<file path="src/rtl/rng_counter_pkg.sv">
package rng_counter_pkg;

  typedef enum logic {
    MODE_MODULUS = 1'b0,
    MODE_SPAN    = 1'b1
  } win_mode_e;

  typedef struct packed {
    logic       legal;
    logic [3:0] first;
    logic [3:0] last;
  } win4_t;

endpackage

</file>
<file path="src/rtl/rng_window.sv">
module rng_window #(
  parameter int WIDTH = 4
) (
  input  logic             span_mode,
  input  logic [WIDTH-1:0] lim_lo,
  input  logic [WIDTH-1:0] lim_hi,
  output logic             legal,
  output logic [WIDTH-1:0] first_val,
  output logic [WIDTH-1:0] last_val
);
  import rng_counter_pkg::*;

  localparam logic [WIDTH-1:0] TOP_VAL = {WIDTH{1'b1}};
  localparam logic [WIDTH-1:0] ZERO    = '0;
  localparam logic [WIDTH-1:0] ONE     = {{(WIDTH-1){1'b0}}, 1'b1};

  win_mode_e mode;
  logic      mod_ok;
  logic      span_ok;

  assign mode    = win_mode_e'(span_mode);
  assign mod_ok  = (lim_hi > ONE);
  assign span_ok = (lim_lo != ZERO) && (lim_lo < lim_hi) && (lim_hi != TOP_VAL);

  always_comb begin
    legal     = 1'b0;
    first_val = ZERO;
    last_val  = TOP_VAL;
    unique case (mode)
      MODE_MODULUS: begin
        if (mod_ok) begin
          legal    = 1'b1;
          last_val = lim_hi - ONE;
        end
      end
      MODE_SPAN: begin
        if (span_ok) begin
          legal     = 1'b1;
          first_val = lim_lo;
          last_val  = lim_hi;
        end
      end
      default: ;
    endcase
  end

endmodule

</file>
<file path="src/rtl/rng_core.sv">
module rng_core #(
  parameter int WIDTH = 4
) (
  input  logic             clk,
  input  logic             clr,
  input  logic             load,
  input  logic             step,
  input  logic [WIDTH-1:0] load_val,
  output logic [WIDTH-1:0] q
);
  localparam logic [WIDTH-1:0] ONE = {{(WIDTH-1){1'b0}}, 1'b1};

  logic [WIDTH-1:0] q_nxt;

  always_comb begin
    if (clr)       q_nxt = '0;
    else if (load) q_nxt = load_val;
    else if (step) q_nxt = q + ONE;
    else           q_nxt = q;
  end

  always_ff @(posedge clk) begin
    q <= q_nxt;
  end

endmodule

</file>
<file path="src/rtl/rng_compare.sv">
module rng_compare #(
  parameter int WIDTH = 4
) (
  input  logic             cnt_en,
  input  logic             legal,
  input  logic [WIDTH-1:0] q,
  input  logic [WIDTH-1:0] last_val,
  output logic             at_end,
  output logic             reload
);
  logic hit;

  assign hit    = (q == last_val);
  assign at_end = cnt_en & hit;
  assign reload = at_end & legal;

endmodule

</file>
<file path="src/rtl/rng_counter.sv">
module rng_counter #(
  parameter int WIDTH = 4
) (
  input  logic             clk,
  input  logic             clr,
  input  logic             cnt_en,
  input  logic             span_mode,
  input  logic [WIDTH-1:0] lim_lo,
  input  logic [WIDTH-1:0] lim_hi,
  output logic [WIDTH-1:0] cnt_q,
  output logic             term_cnt
);
  logic             legal;
  logic [WIDTH-1:0] first_val;
  logic [WIDTH-1:0] last_val;
  logic             reload;
  logic [WIDTH-1:0] q;

  rng_window #(.WIDTH(WIDTH)) u_win (
    .span_mode (span_mode),
    .lim_lo    (lim_lo),
    .lim_hi    (lim_hi),
    .legal     (legal),
    .first_val (first_val),
    .last_val  (last_val)
  );

  rng_compare #(.WIDTH(WIDTH)) u_cmp (
    .cnt_en   (cnt_en),
    .legal    (legal),
    .q        (q),
    .last_val (last_val),
    .at_end   (term_cnt),
    .reload   (reload)
  );

  rng_core #(.WIDTH(WIDTH)) u_core (
    .clk      (clk),
    .clr      (clr),
    .load     (reload),
    .step     (cnt_en),
    .load_val (first_val),
    .q        (q)
  );

  assign cnt_q = q;

endmodule

</file>
<file path="config.mk">
export PLATFORM = sky130hd
export DESIGN_NAME = rng_counter
export DESIGN_NICKNAME = d
export VERILOG_FILES = /design/src/rtl/rng_counter_pkg.sv /design/src/rtl/rng_window.sv /design/src/rtl/rng_core.sv /design/src/rtl/rng_compare.sv /design/src/rtl/rng_counter.sv
export SDC_FILE = /design/constraint.sdc
export NUM_CORES = 1
export LEC_CHECK = 0
export BUFFER_PORTS_ARGS = -buffer_cell sky130_fd_sc_hd__buf_4
export CAP_MARGIN = 20
export CELL_PAD_IN_SITES_DETAIL_PLACEMENT = 0
export CELL_PAD_IN_SITES_GLOBAL_PLACEMENT = 1
export CORE_MARGIN = 10
export CORE_UTILIZATION = 30
export CTS_CLUSTER_SIZE = 12
export DETAILED_ROUTE_END_ITERATION = 8
export GPL_ROUTABILITY_DRIVEN = 0
export HOLD_SLACK_MARGIN = 0.12
export PLACE_DENSITY_LB_ADDON = 0.25
export SLEW_MARGIN = 20
export SYNTH_ARGS = -nofsm -noshare
export SYNTH_HDL_FRONTEND = slang
export SYNTH_HIERARCHICAL = 1
export SYNTH_SLANG_ARGS = --single-unit
</file>
<file path="constraint.sdc">
create_clock -name clk -period 5.3 [get_ports clk]
set_input_delay 0.795 -clock clk [delete_from_list [all_inputs] [get_ports clk]]
set_output_delay 0.795 -clock clk [all_outputs]
set_load 0.1 [all_outputs]
</file>
======== Word level (Yosys, flattened, before mapping) ========
Index checks and enable logic that the tools add are counted.
cells by class
  add/subtract/negate cells ............... 2
  order comparisons ....................... 2
  reductions and logical operators ........ 4
  muxes and demuxes ....................... 10
  equal/unequal tests ..................... 2
  bitwise logic cells ..................... 3
operators with widths
  kind                 number
  $mux 4               6
  $pmux 4 s2           1
  $add 4x1->4 const B  1
  $eq 4x4->1           1
  $gt 4x1->1 const B   1
  $lt 4x4->1           1
  $ne 4x4->1 const B   1
  $reduce_bool 4->1    1
  $sub 4x1->4 const B  1
  $and 1x1->1          2
  $logic_and 1x1->1    2
  $mux 1               2
  $pmux 1 s2           1
  $reduce_bool 2->1    1
  $not 1->1            1
word-level totals
  output and inout port bits .............. 5
  register bits ........................... 4

======== Longest topological paths before layout ========
Gate-level depths: netlist of the first run.
  depth after elaboration ................. 9
  gate-level depth with buffers ........... 12
  depth with buffers taken out ............ 11

======== Hierarchy ========
Netlist of the first run, hierarchy kept.
by module, submodules not included
  module       sequential area each (um^2)  times used  area each (um^2)  cells an instance
  rng_window   0.0                          1           267.8             35
  rng_core     80.1                         1           205.2             22
  rng_compare  0.0                          1           73.8              10

======== Worst setup path before layout of the first run ========
No wires, ideal clock.
  kind .................................... input to output
  start ................................... in lim_hi[1]
  end ..................................... out term_cnt
  cell stages on the path ................. 8
  data required time ...................... 4505 ps
  arrival time ............................ 4490 ps
  slack ................................... 15 ps
  path through ............................ inv_1 -> ha_1 -> a211o_1 -> a2111oi_4 -> a22oi_1 -> nor2b_1 -> a221o_1 -> nor3_1
between the ends
  cells in the longest elaborated chain, start to end .. 7
  elaborated cells on any way between the ends .. 11
  classes of those cells .................. 1 x add/sub; 2 x order compare; 2 x eq/ne; 3 x mux; 1 x bitwise; 2 x reduce/logical
ends and longest elaborated chain
  what                             line               RTL
  start: declaration               rng_counter.sv:9   input logic [WIDTH-1:0] lim_hi,
  $lt 4x4->1                       rng_window.sv:23   assign span_ok = (lim_lo != ZERO) && (lim_lo < lim_hi) && (lim_hi != TOP_VAL);
  $logic_and 1x1->1 (2 in series)  rng_window.sv:23
  $mux 4                           rng_window.sv:37   if (span_ok) begin
  $pmux 4 s2 (*)                   rng_window.sv:29   unique case (mode)
  net last_val[0]                  rng_counter.sv:15  logic [WIDTH-1:0] last_val;
  $eq 4x4->1 (*)                   rng_compare.sv:13  assign hit = (q == last_val);
  $and 1x1->1 (*)                  rng_compare.sv:14  assign at_end = cnt_en & hit;
  end: declaration                 rng_counter.sv:11  output logic term_cnt
Mark *: on every way through the listed nets, which the timed path passes. The rest lies on a longest branch.

======== Final worst setup path of the first run ========
Same ends and word-level chain as after synthesis.

==> qor.txt, run 1 <==
HP Start: u_core/q[3]
Final Hold Vio Count: 0
Layout cells sized above 1: 27.1%
Top cells by area, synth: ha_1 16%, dfxtp_1 15%, and3_1 5.7%
Chip Height: 62.7 microns
Startpoint Class: input pin
Hold worst-path end: u_core/q[3]
Status: complete, no violations
Routed vias/inst: 5.03
Register bank with the most flops: u_core/q
Max reg flops: 4
Post-cts resize count: 0
Layout Skew: 3.14 ps
CTS Sinks: 4
First-pass GRT wire length: 2320 microns
Power density over cell area: 187 mW/mm^2
Initial antenna violation count: 0
Fmax: 252 MHz
Minimum clock period after layout: 3970 ps
Post-synth top area cell: ha_1
CTS tree: done
First-iteration detailed-routing DRC count: 16
Drt first pass iters: 4
FP Rows: 15
CP Class: in2out
CTS Hold Bufs: 0
Biggest regs: u_core/q: 4 flops
Core area: 0.00173 sq mm
Clock Pin Slew Worst Setup and Hold Paths: 40 ps
DR WL/cell: 12.2 microns
Grt ovf: 0
Setup violations, final: 0
Distinct cells, synth: 31
Die Area: 0.00393 sq mm
Hold path depth: 2
Antenna cells: 0
CP endpoint kind: output port
Max Cap Viol: 0
Port bufs: 16
HP Class: reg2reg
Reg2reg setup slack: 3450 ps
Synthesized flop and latch total: 4
Post-route antenna net violation count: 0
RR Startpoint: u_core/q[0]
Root buffer cell: clkbuf_4
Inserted Clock Buffers: 3
Worst-Skew Late Latency: 240 ps
I/O Pins: 17
Largest net degree at the start of global routing: 10
Nets: 106
Worst Tran Pin Value: 627 ps
GRT Util Overall: 6.97%
Vias in the first global route: 553
Post-synthesis sequential area ratio: 14.6%
Final wirelength: 1340 microns
Slew HR: 58.1%
RSZ-0062 raised after global routing: false
Slew Limit Fails: 0
Tcrit/Tclk final: 74.9%
Cell count after synthesis: 67
Die Wd: 62.7 microns
Post-Syn Area per Cell: 8.16 sq um
Initial Util: 31.7%
Sum of negative setup slack: 0 ps
R2r worst-path depth: 5
Max FO, Critical Path: 9
Worst EP arrival: 3180 ps
Detailed-route via count: 553
CTS max path bufs: 2
Synth top area share: 16.0%
Peak supply drop: 61.6 uV
H-tree depth: 1
Count leader, synth: inv_1
DRC viols: 0
Syn nets: 86
Leakage: 0.000339 uW
Area growth from synthesis to layout: 30.9%
Reg2Reg Capture Point: u_core/q[0]
Mapped Area: 547 sq um
Synth cell count leaders: 8 x inv_1, 7 x ha_1, 5 x and3_1, 4 x dfxtp_1, 4 x nor2_1
HPWL after detailed placement: 1160 microns
DP Area: 693 sq um
Post-Layout Inst Area: 716 sq um
Syn. warnings: 6
Async set-reset flop share out of synthesis: 0%
Worst path required time: 4510 ps
Post-synth EDFFs: 0
Synth Flop Type: dfxtp_1
Post-CTS Setup Inserts: 0
## worst max path at each step
stage / startpoint / to / slack [ps]
global route: lim_hi[1] / term_cnt / 1140
CTS: lim_hi[1] / term_cnt / 1300
global placement: lim_hi[1] / term_cnt / 1330
floorplan: lim_hi[1] / term_cnt / 20
finish: lim_hi[1] / term_cnt / 1330
detailed placement: lim_hi[1] / term_cnt / 1310
## cell families (layout without fill, tap and decap cells)
logic type / count (synthesis) / count (layout) / share of synthesized area (%)
AOI/OAI and AO/OA: 16 / 16 / 25.6
xor gates and xnor gates: 4 / 4 / 6.41
adders and majority gates: 7 / 7 / 16.0
buffers and inverters: 10 / 28 / 7.09
DFF: 4 / 4 / 14.6
muxes: 3 / 3 / 5.72
and+or+nand+nor: 23 / 23 / 24.5
## worst max-delay path: stages
cell and delay, ps:
buf_4 120, inv_1 120, ha_1 250, a211o_1 290
a2111oi_4 500, a22oi_1 150, nor2b_1 160, a221o_1 290
nor3_1 190, buf_4 320
## report_power, final
part | switching, uW | total [uW] | internal [uW] | leakage, uW
logic | 36.5 | 60.1 | 23.5 | 0.000292
registers | 3.54 | 35.7 | 32.2 | 0.0000327
clock network | 12.8 | 38.2 | 25.4 | 0.0000138
## layer usage
metal	vias up	GRT usage (%)	routed length [microns]
li1	289	-	-
met1	256	7.49	626
met2	8	11.9	694
met3	0	1.25	17
met4	0	5.03	0
met5	-	0	0
## stage by stage
step	total power [uW]	setup WS, ps	hold WS [ps]	utilization [%]	instances
floorplan	77.6	15.3	867	-	67
CTS	137	1300	651	41.4	110
finish	134	1330	650	41.4	110
global route	144	1140	709	41.4	110
detailed placement	96.6	1310	627	40.1	107
global placement	96.4	1330	620	40.1	107
## final cells by class
class                           instances  area, sq um
Tap cell                               25         31.3
Sequential cell                         4         80.1
Fill cell                             196         1010
Timing Repair Buffer                   16          120
Inverter                                9         33.8
Multi-Input combinational cell         53          428
Clock buffer                            3         22.5
## cells in the final DEF, fill, tap and decap left out, drive strengths merged, types with 2 or more instances in the layout
| cell type | count |
|---|---|
| a21oi | 3 |
| clkbuf | 3 |
| xor2 | 2 |
| nor2 | 4 |
| nor3 | 3 |
| nand3 | 2 |
| mux2i | 2 |
| inv | 9 |
| ha | 7 |
| xnor2 | 2 |
| o21a | 3 |
| nand2b | 3 |
| dfxtp | 4 |
| buf | 16 |
| and3 | 5 |
| nor4 | 2 |
Note: power is estimated with default switching activity, not from simulation.
==> inputs of run 2 (changes only) <==
- clock period: 5.3 -> 4 ns (I/O delays scaled with it)
==> qor.txt, run 2 (synthesis results as in run 1) <==
Status: complete, no violations
Root buffer cell: clkbuf_4
RSZ-0062 raised after global routing: false
CP startpoint: lim_hi[1]
CTS tree: done
RR Startpoint: u_core/q[0]
Chip Height: 62.7 microns
Fillers: 191
Slew HR: 65.4%
Initial Util: 31.7%
Leakage: 0.000350 uW
Final core utilization: 42.5%
Layout cells sized above 1: 29.1%
CP max stage cell: a2111oi_4
GRT Util Overall: 7.33%
Most frequent cells in the layout: 17 x buf_4, 8 x inv_1, 7 x ha_1
Setup violations, final: 0
CP dominant cell by count: buf_4
HP Class: in2reg
Worst Tran Pin Value: 518 ps
Final wirelength: 1430 microns
FP Rows: 15
Clock Pin Slew Worst Setup and Hold Paths: 30 ps
Most common cell after layout, fill and taps aside: buf_4
Worst-Skew Late Latency: 240 ps
Core area: 0.00173 sq mm
Initial antenna violation count: 0
CP bufs+invs: 3
Biggest regs: u_core/q: 4 flops
Peak supply drop: 186 uV
Die Area: 0.00393 sq mm
Final Hold Vio Count: 0
Slew Limit Fails: 0
Inserted Clock Buffers: 3
Vias in the first global route: 554
Reg2reg setup slack: 2370 ps
Worst EP arrival: 3000 ps
Critical path, cell by cell: buf_4 > inv_1 > ha_1 > a211o_1 > a2111oi_4 > a22oi_1 > nor2b_1 > a221o_1 > nor3_4 > buf_4
Nets: 107
Area growth from synthesis to layout: 34.3%
H-tree depth: 1
Post-cts resize count: 0
Power density over cell area: 245 mW/mm^2
First-pass GRT wire length: 2410 microns
Startpoint Class: input pin
Fmax: 278 MHz
Reg2Reg Capture Point: u_core/q[1]
Grt ovf: 0
Crit-path leading delay family: compound AO/OA/AOI/OAI gates
DP Area: 712 sq um
Minimum clock period after layout: 3600 ps
Post-Layout Inst Area: 734 sq um
I/O Pins: 17
Register bank with the most flops: u_core/q
Register area: 80.1 sq um
CP Class: in2out
Detailed-route via count: 544
Max FO, Critical Path: 9
CP endpoint kind: output port
Max Cap Viol: 0
Post-CTS Setup Inserts: 0
Layout Skew: 3.04 ps
Area of the multi-input gates: 439 sq um
Critical path endpoint: term_cnt
Setup WS post-layout: 403 ps
First-iteration detailed-routing DRC count: 7
DRC viols: 0
Pre-CTS setup slack: 395 ps
Largest net degree at the start of global routing: 10
Die Wd: 62.7 microns
Drt first pass iters: 4
Routed vias/inst: 4.90
Sum of negative setup slack: 0 ps
Port bufs: 16
HPWL after detailed placement: 1230 microns
R2r worst-path depth: 6
CTS Sinks: 4
CTS max path bufs: 2
Largest stage delay, worst path: 510 ps
Post-route antenna net violation count: 0
Worst path required time: 3400 ps
Antenna cells: 0
Tcrit/Tclk final: 89.9%
DR WL/cell: 12.9 microns
CTS Hold Bufs: 0
Levels on crit path: 10
Max reg flops: 4
## run 2: cell types whose count changed in the layout (fill, tap and decap cells not counted)
cell / previous run / this run
buf_4: 16 / 17
nor3_4: 0 / 1
nor3_1: 3 / 2
## run 2: worst min path at each step
stage                      startpoint          end  slack, ps  cells past startpoint
after floorplan                   clr  u_core/q[0]        670                      1
after global placement    u_core/q[3]  u_core/q[3]        610                      2
after detailed placement  u_core/q[3]  u_core/q[3]        620                      2
after CTS                         clr  u_core/q[1]        550                      2
after global routing              clr  u_core/q[0]        550                      2
final                             clr  u_core/q[1]        560                      2
## run 2: through the flow
step / total power, uW / hold WS, ps / std cells
final: 180 / 556 / 111
after global routing: 193 / 553 / 111
after detailed placement: 131 / 621 / 108
after floorplan: 105 / 672 / 67
after CTS: 183 / 551 / 111
after global placement: 130 / 607 / 108
## run 2: final cells by class
class                      count  area share, %
timing repair buffer          17           17.4
clock buffer                   3           3.07
multi-input combinational     53           59.8
tap                           25           4.26
inverter                       9           4.60
sequential                     4           10.9
## run 2: power breakdown
part | switching, uW | internal [uW] | leakage (uW)
Clock | 16.4 | 33.5 | 0.0000138
Combinational | 51.2 | 31.7 | 0.000303
Sequential | 4.27 | 42.7 | 0.0000327
Total | 71.9 | 108 | 0.000350
## run 2: metal layers
metal,wire length (microns),GRT usage (%)
met5,0,0
met4,0,1.68
met3,69,3.58
met2,661,11.9
met1,699,8.40
==> inputs of run 3 (changes only) <==
- SETUP_SLACK_MARGIN: not set -> 0.5
==> qor.txt, run 3 (synthesis results as in run 1) <==
Max FO, Critical Path: 4
Hold slack: 550 ps
First-iteration detailed-routing DRC count: 3
Startpoint Class: input pin
Worst Tran Pin Value: 468 ps
Critical path, cell by cell: buf_4 > inv_2 > ha_1 > a211o_1 > a2111oi_4 > a22oi_1 > nor2b_1 > a221o_1 > nor3_4 > buf_12
Initial antenna violation count: 0
Biggest regs: u_core/q: 4 flops
Sequential share of power: 25.4%
HP Class: in2reg
Most common cell after layout, fill and taps aside: buf_4
Routed vias/inst: 4.97
RSZ-0062 raised after global routing: false
DRC viols: 0
Nets: 110
Max reg flops: 4
Gate power share: 46.9%
Layout cells sized above 1: 32.6%
CP max stage cell: a2111oi_4
FP Rows: 15
Worst-Skew Late Latency: 240 ps
Grt ovf: 0
Fmax: 300 MHz
Largest stage delay, worst path: 390 ps
Slew HR: 68.5%
Total power: 185 uW
CTS tree: done
Pre-CTS setup slack: 402 ps
Most frequent cells in the layout: 19 x buf_4, 7 x inv_1, 7 x ha_1
Sum of negative setup slack: 0 ps
Largest net degree at the start of global routing: 8
I/O Pins: 17
Crit-path leading delay family: compound AO/OA/AOI/OAI gates
CTS Sinks: 4
Fillers: 199
Switching power: 73.5 uW
GRT Util Overall: 7.41%
Antenna cells: 0
Cell Int Power: 112 uW
Initial Util: 31.7%
Layout Skew: 3.87 ps
Tcrit/Tclk final: 83.3%
CP endpoint kind: output port
Setup WS post-layout: 667 ps
Clock power share: 27.7%
Post-route antenna net violation count: 0
Worst EP arrival: 2730 ps
Dpl cells: 108
DR WL/cell: 12.6 microns
HPWL after detailed placement: 1180 microns
H-tree depth: 1
Root buffer cell: clkbuf_4
Leakage: 0.000367 uW
Status: complete, no violations
Port bufs: 16
Detailed-route via count: 567
Vias in the first global route: 551
CTS Hold Bufs: 0
Core area: 0.00173 sq mm
Minimum clock period after layout: 3330 ps
Drt first pass iters: 4
Die Area: 0.00393 sq mm
First-pass GRT wire length: 2420 microns
Slew Limit Fails: 0
CP bufs+invs: 3
Die Wd: 62.7 microns
Power density over cell area: 240 mW/mm^2
Area growth from synthesis to layout: 40.7%
CP Class: in2out
Chip Height: 62.7 microns
Switching Fraction: 39.7%
Inserted Clock Buffers: 3
Layout Cells excl Fill: 114
Final wirelength: 1440 microns
Clock Pin Slew Worst Setup and Hold Paths: 40 ps
Worst path required time: 3400 ps
CTS max path bufs: 2
Peak supply drop: 129 uV
Setup violations, final: 0
Max Cap Viol: 0
Register bank with the most flops: u_core/q
Final Hold Vio Count: 0
run 3: cell count changes in the layout (fill, tap and decap cells not counted):
cell    change
buf_4       +2
buf_12      +1
inv_1       -1
inv_2       +1
run 3: timing repair:
action,4_1_cts,5_1_grt
pin swaps,1,1
setup endpoints to repair,1,1
resized for setup,1,3
gates cloned,0,0
buffers inserted,1,2
hold endpoints to repair,0,0
run 3: cell type report:
| class | instances | area, sq um | share of cell area, % |
|---|---|---|---|
| sequential | 4 | 80.1 | 10.4 |
| timing repair buffer | 20 | 163 | 21.1 |
| clock buffer | 3 | 22.5 | 2.93 |
| tap | 25 | 31.3 | 4.07 |
| multi-input combinational | 53 | 439 | 57.1 |
| inverter | 9 | 33.8 | 4.39 |
run 3: per-layer routing:
metal	GRT usage (%)	up-vias	share of wire, %
li1	-	292	-
met1	8.50	259	47
met2	11.8	14	48
met3	3.41	2	4.9
met4	2.51	0	0.90
met5	0	-	0
run 3: power by group through the flow:
| stage | sequential [uW] | combinational [uW] | clock (uW) |
|---|---|---|---|
| 2_1_floorplan | 64.4 | 40.6 | 0 |
| 3_3_place_gp | 47.5 | 82.4 | 0 |
| 3_5_place_dp | 47.7 | 82.6 | 0 |
| 4_1_cts | 47.0 | 84.4 | 54.2 |
| 5_1_grt | 47.3 | 95.4 | 58.3 |
| 6_report | 46.9 | 86.9 | 51.2 |
run 3: through the flow:
| step | util (%) | cell area [sq um] |
|---|---|---|
| 5_1_grt | 44.6 | 769 |
| 3_5_place_dp | 41.2 | 712 |
| 4_1_cts | 43.2 | 746 |
| 2_1_floorplan | - | 558 |
| 3_3_place_gp | 41.2 | 712 |
| 6_report | 44.6 | 769 |
run 3: path summary, 6_finish.rpt:
check | startpoint | end | slack [ps] | cells past startpoint
worst max register to register | u_core/q[0] | u_core/q[0] | 2340 | 6
worst min register to register | u_core/q[3] | u_core/q[3] | 630 | 2
worst min-delay path | clr | u_core/q[1] | 550 | 2
worst max-delay path | lim_hi[1] | term_cnt | 670 | 10
